<file path="config.mk">
export PLATFORM = sky130hd
export DESIGN_NAME = rsd_sequencer
export DESIGN_NICKNAME = d
export VERILOG_FILES = /design/src/rtl/rsd_seq_pkg.sv /design/src/rtl/rsd_seq_ctrl.sv /design/src/rtl/rsd_seq_datapath.sv /design/src/rtl/rsd_sequencer.sv
export SDC_FILE = /design/constraint.sdc
export NUM_CORES = 1
export LEC_CHECK = 0
export ABC_CLOCK_PERIOD_IN_PS = 15590
export BUFFER_PORTS_ARGS = -buffer_cell sky130_fd_sc_hd__clkbuf_2
export CORE_ASPECT_RATIO = 0.8
export CORE_MARGIN = 2
export CORE_UTILIZATION = 45
export CTS_BUF_LIST = sky130_fd_sc_hd__clkbuf_8 sky130_fd_sc_hd__clkbuf_16
export DETAILED_ROUTE_END_ITERATION = 10
export GPL_TIMING_DRIVEN = 0
export SETUP_SLACK_MARGIN = 0.2
export SLEW_MARGIN = 0
export SYNTH_ARGS = -nofsm -noshare
export SYNTH_HDL_FRONTEND = slang
export SYNTH_SLANG_ARGS = --single-unit
</file>
<file path="constraint.sdc">
create_clock -name clk -period 15.59 [get_ports clk]
set_clock_uncertainty 0.15 [all_clocks]
set_input_delay 0 -clock clk [delete_from_list [all_inputs] [get_ports clk]]
set_output_delay 0 -clock clk [all_outputs]
set_load 0.02 [all_outputs]
</file>
<file path="src/rtl/rsd_seq_pkg.sv">
package rsd_seq_pkg;
  typedef enum logic [1:0] {
    SEL_DOUBLE  = 2'b00,
    SEL_ADD_REF = 2'b01,
    SEL_SUB_REF = 2'b10
  } resSel_e;

  // strobes from the sequencer control to the digit datapath
  typedef struct packed {
    logic clearAcc;
    logic decide;
    logic lastDigit;
  } seqCtrl_t;

  localparam int MIN_BITS = 2;
endpackage

</file>
<file path="src/rtl/rsd_seq_ctrl.sv">
module rsd_seq_ctrl
  import rsd_seq_pkg::*;
#(
  parameter int MAX_BITS = 15,
  parameter int CNT_W    = $clog2(MAX_BITS + 1)
) (
  input  logic             clk,
  input  logic             rstN,
  input  logic             start,
  input  logic [CNT_W-1:0] numBits,
  output seqCtrl_t         ctrl,
  output logic [CNT_W-1:0] nEff,
  output logic             busy,
  output logic             cmpStrobe
);
  typedef enum logic [1:0] {ST_IDLE, ST_STROBE, ST_DECIDE} state_e;

  localparam logic [CNT_W-1:0] N_MIN = CNT_W'(MIN_BITS);
  localparam logic [CNT_W-1:0] N_MAX = CNT_W'(MAX_BITS);

  state_e           state;
  logic [CNT_W-1:0] iter;
  logic [CNT_W-1:0] nClamped;
  logic             atLast;

  always_comb begin
    if (numBits < N_MIN)      nClamped = N_MIN;
    else if (numBits > N_MAX) nClamped = N_MAX;
    else                      nClamped = numBits;
  end

  assign atLast = (iter == nEff - CNT_W'(1));

  always_ff @(posedge clk or negedge rstN) begin
    if (!rstN) begin
      state <= ST_IDLE;
      iter  <= '0;
      nEff  <= N_MAX;
    end else begin
      case (state)
        ST_IDLE: if (start) begin
          nEff  <= nClamped;
          iter  <= '0;
          state <= ST_STROBE;
        end
        ST_STROBE: state <= ST_DECIDE;
        ST_DECIDE: begin
          if (atLast) state <= ST_IDLE;
          else begin
            iter  <= iter + CNT_W'(1);
            state <= ST_STROBE;
          end
        end
        default: state <= ST_IDLE;
      endcase
    end
  end

  assign busy           = (state != ST_IDLE);
  assign cmpStrobe      = (state == ST_STROBE);
  assign ctrl.clearAcc  = (state == ST_IDLE) && start;
  assign ctrl.decide    = (state == ST_DECIDE);
  assign ctrl.lastDigit = (state == ST_DECIDE) && atLast;
endmodule

</file>
<file path="src/rtl/rsd_seq_datapath.sv">
module rsd_seq_datapath
  import rsd_seq_pkg::*;
#(
  parameter int MAX_BITS = 15,
  parameter int CNT_W    = $clog2(MAX_BITS + 1)
) (
  input  logic                clk,
  input  logic                rstN,
  input  seqCtrl_t            ctrl,
  input  logic [CNT_W-1:0]    nEff,
  input  logic                cmpAbove,
  input  logic                cmpBelow,
  output logic [1:0]          resSel,
  output logic                resUpdate,
  output logic [MAX_BITS-1:0] result,
  output logic                done,
  output logic                err
);
  localparam int ACC_W = MAX_BITS + 2;

  logic signed [ACC_W-1:0] acc;
  logic signed [ACC_W-1:0] accNext;
  logic signed [ACC_W-1:0] digitVal;
  logic signed [ACC_W-1:0] posLim;
  logic signed [ACC_W-1:0] negLim;
  logic signed [ACC_W-1:0] satVal;
  logic aboveOnly, belowOnly, conflict;

  assign aboveOnly = cmpAbove && !cmpBelow;
  assign belowOnly = cmpBelow && !cmpAbove;
  assign conflict  = cmpAbove && cmpBelow;

  always_comb begin
    resSel = SEL_DOUBLE;
    if (ctrl.decide) begin
      if (aboveOnly)      resSel = SEL_SUB_REF;
      else if (belowOnly) resSel = SEL_ADD_REF;
    end
  end
  assign resUpdate = ctrl.decide;

  always_comb begin
    if (aboveOnly)      digitVal = ACC_W'(1);
    else if (belowOnly) digitVal = -ACC_W'(1);
    else                digitVal = '0;
  end

  assign accNext = (acc <<< 1) + digitVal;
  assign posLim  = (ACC_W'(1) <<< (nEff - CNT_W'(1))) - ACC_W'(1);
  assign negLim  = -posLim - ACC_W'(1);

  always_comb begin
    if (accNext > posLim)      satVal = posLim;
    else if (accNext < negLim) satVal = negLim;
    else                       satVal = accNext;
  end

  always_ff @(posedge clk or negedge rstN) begin
    if (!rstN) begin
      acc    <= '0;
      result <= '0;
      done   <= 1'b0;
      err    <= 1'b0;
    end else begin
      done <= ctrl.decide && ctrl.lastDigit;
      if (ctrl.clearAcc) begin
        acc <= '0;
        err <= 1'b0;
      end else if (ctrl.decide) begin
        acc <= accNext;
        if (conflict) err <= 1'b1;
        if (ctrl.lastDigit) result <= satVal[MAX_BITS-1:0];
      end
    end
  end
endmodule

</file>
<file path="src/rtl/rsd_sequencer.sv">
module rsd_sequencer
  import rsd_seq_pkg::*;
#(
  parameter int MAX_BITS = 15
) (
  input  logic                           clk,
  input  logic                           rstN,
  input  logic                           start,
  input  logic [$clog2(MAX_BITS+1)-1:0]  numBits,
  input  logic                           cmpAbove,
  input  logic                           cmpBelow,
  output logic                           cmpStrobe,
  output logic                           resUpdate,
  output logic [1:0]                     resSel,
  output logic                           busy,
  output logic                           done,
  output logic [MAX_BITS-1:0]            result,
  output logic                           err
);
  localparam int CNT_W = $clog2(MAX_BITS + 1);

  seqCtrl_t         ctrl;
  logic [CNT_W-1:0] nEff;

  rsd_seq_ctrl #(.MAX_BITS(MAX_BITS), .CNT_W(CNT_W)) i_ctrl (
    .clk(clk), .rstN(rstN), .start(start), .numBits(numBits),
    .ctrl(ctrl), .nEff(nEff), .busy(busy), .cmpStrobe(cmpStrobe)
  );

  rsd_seq_datapath #(.MAX_BITS(MAX_BITS), .CNT_W(CNT_W)) i_dp (
    .clk(clk), .rstN(rstN), .ctrl(ctrl), .nEff(nEff),
    .cmpAbove(cmpAbove), .cmpBelow(cmpBelow),
    .resSel(resSel), .resUpdate(resUpdate), .result(result),
    .done(done), .err(err)
  );
endmodule

</file>
==> flow_metrics.py, run 1 <==
metrics = {
    "hold_path": {
        "hold_depth": 3,
        "min_path_type": "primary input to register",
        "hold_end": "i_dp.acc[0]",
        "worstHoldStart": "cmpBelow",
    },
    "critical_path": {
        "crit_top_cell": "ha_1",
        "r2r_slack_ps": 9600,
        "cp-end-kind": "register",
        "cp.arrival_ps": 6000,
        "critPathRequiredTime_ps": 15600,
        "cp-start-kind": "register",
        "slowest_stage": "dfstp_2",
        "crit_path_max_fanout": 10,
        "regToRegEndpoint": "i_dp.result[0]",
        "critPathKind": "register to register",
        "r2r_cells": 22,
        "critPathMaxStageDelay_ps": 610,
        "r2r_start": "i_ctrl.nEff[0]",
        "path_cells": "inv_1 > ha_1 > xor2_2 > nor3_2 > nand2_1 > ha_1 > clkbuf_1 > nand2_1 > xor2_1 > nor2_1 > nor2_1 > inv_1 > ha_1 > or3b_1 > or4_4 > nor4_2 > a2111oi_1 > o41ai_1 > o21a_4 > buf_6 > mux2i_1 > o21ai_1",
    },
    "cells_and_area": {
        "area_growth_pct": 12.80,
        "drive_gt1_share_pct": 13.82,
        "fin_nets": 587,
        "final_cells": 636,
        "stdcell_area_um2": 4598,
        "antenna_cells": 0,
    },
    "drt": {
        "vias": 3484,
        "wl_per_cell_um": 15.94,
        "viasPerCell": 5.478,
        "wirelength_um": 10140,
        "final_antenna_net_count": 0,
        "route.detailed.drc": 0,
        "drtIter0Drc": 241,
        "firstDrtPassIters": 4,
    },
    "flow_run": {
        "drv_cap": 0,
    },
    "placed_design": {
        "place_area_um2": 4370,
        "dp_cells": 619,
        "routabilityCongestion": 0.9839,
        "post-place-ws_ps": 9671,
        "post-dp-hpwl_um": 7988,
        "portBuffers": 30,
    },
    "floorplan": {
        "io_pins": 31,
        "die_x_um": 110.4,
        "dieArea_um2": 9841,
        "core_um2": 8921,
        "initial_utilization_pct": 45.69,
        "die_y_um": 89.13,
        "rows": 31,
    },
    "cts": {
        "clock_latency_ps": 290,
        "htreeDepth": 2,
        "cts_tree": "built",
        "clkSinkCount": 43,
        "cts_root_buf": "clkbuf_16",
        "post_cts_buffers": 0,
        "cts.clk_slew.worst_paths_ps": 60,
        "numCtsBuffers": 5,
        "clockBufferDepth": 2,
    },
    "global_route": {
        "grt_max_degree": 44,
        "grt_first_pass_wirelength_um": 16690,
        "grt_use_met2_pct": 34.97,
        "grt_pass1_vias": 3329,
        "overflow": 0,
        "use_met3_pct": 3.186,
        "track_usage_pct": 21.24,
        "grt-busiest-layer": "met2",
        "antenna_found_initial": 0,
        "grt_use_met1_pct": 30.03,
    },
    "timing": {
        "rsz0062_at_grt": "no",
        "fmax_mhz": 166.9,
        "setup_ws_ps": 9599,
        "fin_crit_sh_pct": 38.43,
        "tns_ps": 0,
        "tightest_slew_ps": 1098,
        "finalSetupViolCount": 0,
        "min_period_ps": 5991,
        "slew_headroom_pct": 26.77,
        "drv_slew": 0,
        "finalHoldViolCount": 0,
    },
    "synth": {
        "ys_top_cells_by_count": "57 x ha_1, 46 x nand2_1, 39 x dfrtp_1, 39 x nor2_1, 35 x inv_1",
        "synth_seq_cells": 43,
        "yosys.area.top_type": "dfrtp_1",
        "synth-warning-count": 0,
        "synth_edf_count": 0,
        "yosysMostFrequentCell": "ha_1",
        "ys_top_cells_by_area": "dfrtp_1 24%, ha_1 17%, mux2i_1 4.4%, nand2_1 4.2%, nor2_1 3.6%",
        "ys.flop_type": "dfrtp_1",
        "synth_cell_types": 67,
        "syn_area_per_cell_um2": 8.600,
        "synthArstFlopShare_pct": 100.0,
        "synth_area_um2": 4076,
        "syn_inst": 474,
        "synth.top_cell.area_share_pct": 23.94,
        "synth_nets": 541,
        "yosysSeqAreaShare_pct": 26.52,
    },
    "status": {
        "status": "complete, no violations",
    },
}
-- worst max path at each step --
stage | to | from | slack (ps) | depth (start not counted)
after global routing | i_dp.result[7] | i_ctrl.nEff[0] | 9110 | 22
after CTS | i_dp.result[5] | i_ctrl.nEff[0] | 9650 | 22
after detailed placement | i_dp.result[5] | i_ctrl.nEff[0] | 9670 | 22
final | i_dp.result[0] | i_ctrl.nEff[0] | 9600 | 22
after floorplan | i_dp.result[7] | i_ctrl.nEff[0] | 10600 | 22
after global placement | i_dp.result[2] | i_ctrl.nEff[0] | 9770 | 22
-- registers in the layout, indices dropped and copies added (netlist names) --
name	cells
i_dp.done	1
i_ctrl.nEff	4
i_dp.acc	16
i_ctrl.iter	4
i_dp.err	1
i_dp.result	15
i_ctrl.state	2
-- what timing repair did --
action | in CTS | in global routing
hold endpoints to repair | 45 | 0
hold buffers | 9 | 0
resized for setup | 0 | 0
-- area by class of cell --
type | instances | area, µm²
Buffer | 16 | 81.33
Clock buffer | 5 | 125.1
Clock inverter | 3 | 12.51
Fill cell | 866 | 4323
Inverter | 38 | 142.6
Multi-Input combinational cell | 377 | 2771
Sequential cell | 43 | 1081
Tap cell | 115 | 143.9
Timing Repair Buffer | 39 | 240.2
-- logic make-up (layout without fill, tap and decap cells) --
| kind of cell | count (synthesis) | after routing | synth area share [%] |
|---|---|---|---|
| compound gates | 129 | 129 | 21.52 |
| xor+xnor | 20 | 20 | 4.666 |
| fa+ha+maj | 58 | 58 | 17.99 |
| buf+inv | 54 | 101 | 5.494 |
| flops | 43 | 43 | 26.52 |
| mux | 26 | 26 | 6.630 |
| simple gates | 144 | 144 | 17.19 |
-- layout by cell type, fill, tap and decap left out, types with 3 or more instances in the layout --
master / instances
a211oi_1: 4
a21o_1: 5
a21oi_1: 19
a221o_1: 7
a22o_1: 4
a31oi_1: 4
and3_1: 4
buf_2: 5
clkbuf_1: 8
clkbuf_16: 5
clkbuf_2: 30
dfrtp_1: 39
dfstp_2: 4
dlygate4sd3_1: 9
ha_1: 57
inv_1: 37
mux2_2: 8
mux2i_1: 18
nand2_1: 46
nand2b_1: 6
nor2_1: 39
nor2b_1: 9
nor3_1: 14
o211ai_1: 3
o21a_1: 11
o21ai_0: 26
o21ai_1: 12
o22ai_1: 5
o31a_1: 3
o31ai_1: 5
or2_2: 3
or3_1: 5
xnor2_1: 10
xor2_1: 8
-- routing by layer --
metal,wire length [µm],part of all wire (%)
met1,5289,52
met2,4358,43
met3,382,3.8
met4,108,1.1
met5,0,0
-- critical path, delay by kind of cell (launching register included) --
family          cells  cell delay [ps]
flops               1              610
xor+xnor            2              380
buf+inv             4              600
compound gates      4              580
simple gates        8             2290
mux                 1              320
fa+ha+maj           3              920
-- per-stage QoR --
stage / hold WS [ps] / util (%)
2_1_floorplan: -445.6 / -
3_3_place_gp: 107.5 / 48.99
3_5_place_dp: 122.6 / 48.99
4_1_cts: 67.02 / 51.54
5_1_grt: 90.29 / 51.54
6_report: 67.77 / 51.54
Power of run 1 is not shown: default switching activity piles up to over one toggle a cycle in this logic, so the estimate is an artifact.
==> run 2, diff against run 1 <==
Settings changed: ABC_AREA set to 1, ABC_CLOCK_PERIOD_IN_PS 15590 to 5900.
Clock period 15.59 ns to 5.9 ns, I/O delays scaled along.
==> run 2 against run 1 <==
Effect of this change:
- synthesized area rose by 7.2%
- setup slack got worse by 8900 ps
- synthesized cell count rose by 32%
- core utilization barely moved
- global-route usage rose by 1.0 points
- clock-buffer cell count did not move
- register-to-register slack got worse by 8900 ps
- via count rose by 18%
- hold slack got worse by 47 ps
- critical path type unchanged
- highest routed layer unchanged
==> flow_metrics.py, run 2 <==
metrics = {
    "cts": {
        "clock_latency_ps": 290,
        "cts.clk_slew.worst_paths_ps": 70,
        "clkSinkCount": 43,
        "cts_tree": "built",
        "htreeDepth": 2,
        "numCtsBuffers": 5,
        "cts_root_buf": "clkbuf_16",
        "clockBufferDepth": 2,
        "post_cts_buffers": 0,
    },
    "timing": {
        "finalHoldViolCount": 0,
        "slew_headroom_pct": 24.18,
        "tns_ps": 0,
        "min_period_ps": 5176,
        "drv_slew": 0,
        "rsz0062_at_grt": "no",
        "fmax_mhz": 193.2,
        "finalSetupViolCount": 0,
        "fin_crit_sh_pct": 87.74,
        "tightest_slew_ps": 1137,
        "holdWs_ps": 20.49,
    },
    "global_route": {
        "grt_pass1_vias": 3851,
        "overflow": 0,
        "grt_max_degree": 44,
        "antenna_found_initial": 0,
        "grt_first_pass_wirelength_um": 18720,
        "track_usage_pct": 22.25,
    },
    "critical_path": {
        "r2r_start": "i_ctrl.nEff[1]",
        "crit_path_max_fanout": 10,
        "critPathMaxStageDelay_ps": 570,
        "crit_top_cell": "nand2_1",
        "critPathRequiredTime_ps": 5930,
        "r2r_cells": 30,
        "cp-end-kind": "register",
        "regToRegEndpoint": "i_dp.result[3]",
        "crit_buf_inv": 6,
        "slowest_stage": "dfstp_2",
        "crit_family": "simple AND/OR/NAND/NOR gates",
        "cp.arrival_ps": 5210,
        "critPathKind": "register to register",
        "r2r_slack_ps": 720,
        "cp-start-kind": "register",
    },
    "floorplan": {
        "die_y_um": 92.15,
        "rows": 32,
        "core_um2": 9529,
        "initial_utilization_pct": 45.86,
        "die_x_um": 114.2,
        "io_pins": 31,
        "dieArea_um2": 10520,
    },
    "placed_design": {
        "place_area_um2": 4669,
        "post-dp-hpwl_um": 9074,
        "dp_cells": 776,
        "routabilityCongestion": 0.9265,
        "portBuffers": 30,
    },
    "flow_run": {
        "drv_cap": 0,
    },
    "synth": {
        "yosys.area.top_type": "dfrtp_1",
        "ys_top_cells_by_area": "dfrtp_1 22%, ha_1 16%, nand2_1 13%, inv_1 7.9%, nand3_1 7.3%",
        "synth_edf_count": 0,
        "ys_top_cells_by_count": "149 x nand2_1, 92 x inv_1, 64 x nand3_1",
        "synth.top_cell.area_share_pct": 22.33,
        "yosysSeqAreaShare_pct": 24.74,
        "ys.flop_type": "dfrtp_1",
        "synth-warning-count": 0,
        "synth_nets": 694,
        "synthArstFlopShare_pct": 100.0,
        "syn_area_per_cell_um2": 6.970,
        "synth_area_um2": 4370,
        "syn_inst": 627,
        "synth_seq_cells": 43,
        "yosysMostFrequentCell": "nand2_1",
        "synth_cell_types": 44,
    },
    "cells_and_area": {
        "top_register": "i_dp.acc",
        "final_cells": 790,
        "drive_gt1_share_pct": 13.41,
        "layout_commonest_cell": "nand2_1",
        "final_cell_mix": "149 x nand2_1, 92 x inv_1, 64 x nand3_1",
        "stdcell_area_um2": 4912,
        "regArea_um2": 1081,
        "reg_top3": "i_dp.acc: 16 flops, i_dp.result: 15 flops",
        "largest_reg_flops": 16,
        "fillers": 978,
        "multi_input_area_um2": 2859,
        "fin_nets": 737,
        "area_growth_pct": 12.40,
        "antenna_cells": 0,
    },
    "drt": {
        "wl_per_cell_um": 14.07,
        "final_antenna_net_count": 0,
        "firstDrtPassIters": 5,
        "drtIter0Drc": 215,
        "vias": 4115,
        "route.detailed.drc": 0,
        "wirelength_um": 11120,
        "viasPerCell": 5.209,
    },
    "status": {
        "status": "complete, no violations",
    },
    "hold_path": {
        "hold_depth": 3,
        "worstHoldStart": "cmpBelow",
        "hold_end": "i_dp.acc[0]",
        "min_path_type": "primary input to register",
    },
}
## run 2: kinds of logic (layout without fill, tap and decap cells)
kind of cell / count (synthesis) / in the layout / synth area share (%)
and+or+nand+nor: 298 / 298 / 31.43
DFF: 43 / 43 / 24.74
adders and majority gates: 58 / 58 / 16.78
xor gates and xnor gates: 24 / 24 / 4.810
muxes: 1 / 1 / 0.2290
buffers and inverters: 110 / 154 / 10.13
AOI/OAI and AO/OA: 93 / 93 / 11.88
## run 2: timing repair
| action | in CTS | in global routing |
|---|---|---|
| endpoints found under the setup margin | 0 | 10 |
| endpoints found under the hold margin | 44 | 0 |
| resized for setup | 0 | 4 |
| hold buffers | 6 | 0 |
## run 2: tightest hold or removal path: cells and delay by family
kind / cells / cell delay [ps]
buf+inv: 1 / 100
compound gates: 1 / 110
fa+ha+maj: 1 / 200
## run 2: area by class of cell
| type | count | share of cell area (%) |
|---|---|---|
| clock inverters | 3 | 0.8915 |
| inverters | 95 | 7.259 |
| clock buffers | 5 | 2.547 |
| repair buffers | 36 | 4.279 |
| flip-flops and latches | 43 | 22.01 |
| well taps | 119 | 3.031 |
| multi-input cells | 474 | 58.20 |
| plain buffers | 15 | 1.783 |
## run 2: through the flow
| step | utilization [%] | setup slack (ps) |
|---|---|---|
| 2_1_floorplan | - | 1602 |
| 3_5_place_dp | 49.00 | 467.8 |
| 5_1_grt | 51.55 | 228.5 |
| 6_report | 51.55 | 723.6 |
| 4_1_cts | 51.40 | 450.5 |
| 3_3_place_gp | 49.00 | 550.1 |
## run 2: worst max-delay path by stage
stage	slack, ps	depth (start not counted)	to	startpoint
2_1_floorplan	1600	28	i_dp.result[3]	i_ctrl.nEff[0]
3_3_place_gp	550	28	i_dp.result[7]	i_ctrl.nEff[0]
3_5_place_dp	470	28	i_dp.result[7]	i_ctrl.nEff[0]
4_1_cts	450	28	i_dp.result[7]	i_ctrl.nEff[0]
5_1_grt	230	29	i_dp.result[3]	i_ctrl.nEff[1]
6_report	720	30	i_dp.result[3]	i_ctrl.nEff[1]
## run 2: routing by layer
| metal | vias up | share of wire, % | global-route usage [%] | routed length [µm] |
|---|---|---|---|---|
| met5 | - | 0 | 0 | 0 |
| met4 | 0 | 1.0 | 4.675 | 112 |
| met3 | 10 | 3.4 | 2.974 | 380 |
| met2 | 73 | 45 | 35.71 | 4987 |
| met1 | 1915 | 51 | 31.91 | 5635 |
| li1 | 2117 | - | - | - |
Power of run 2 is left out for the same reason.
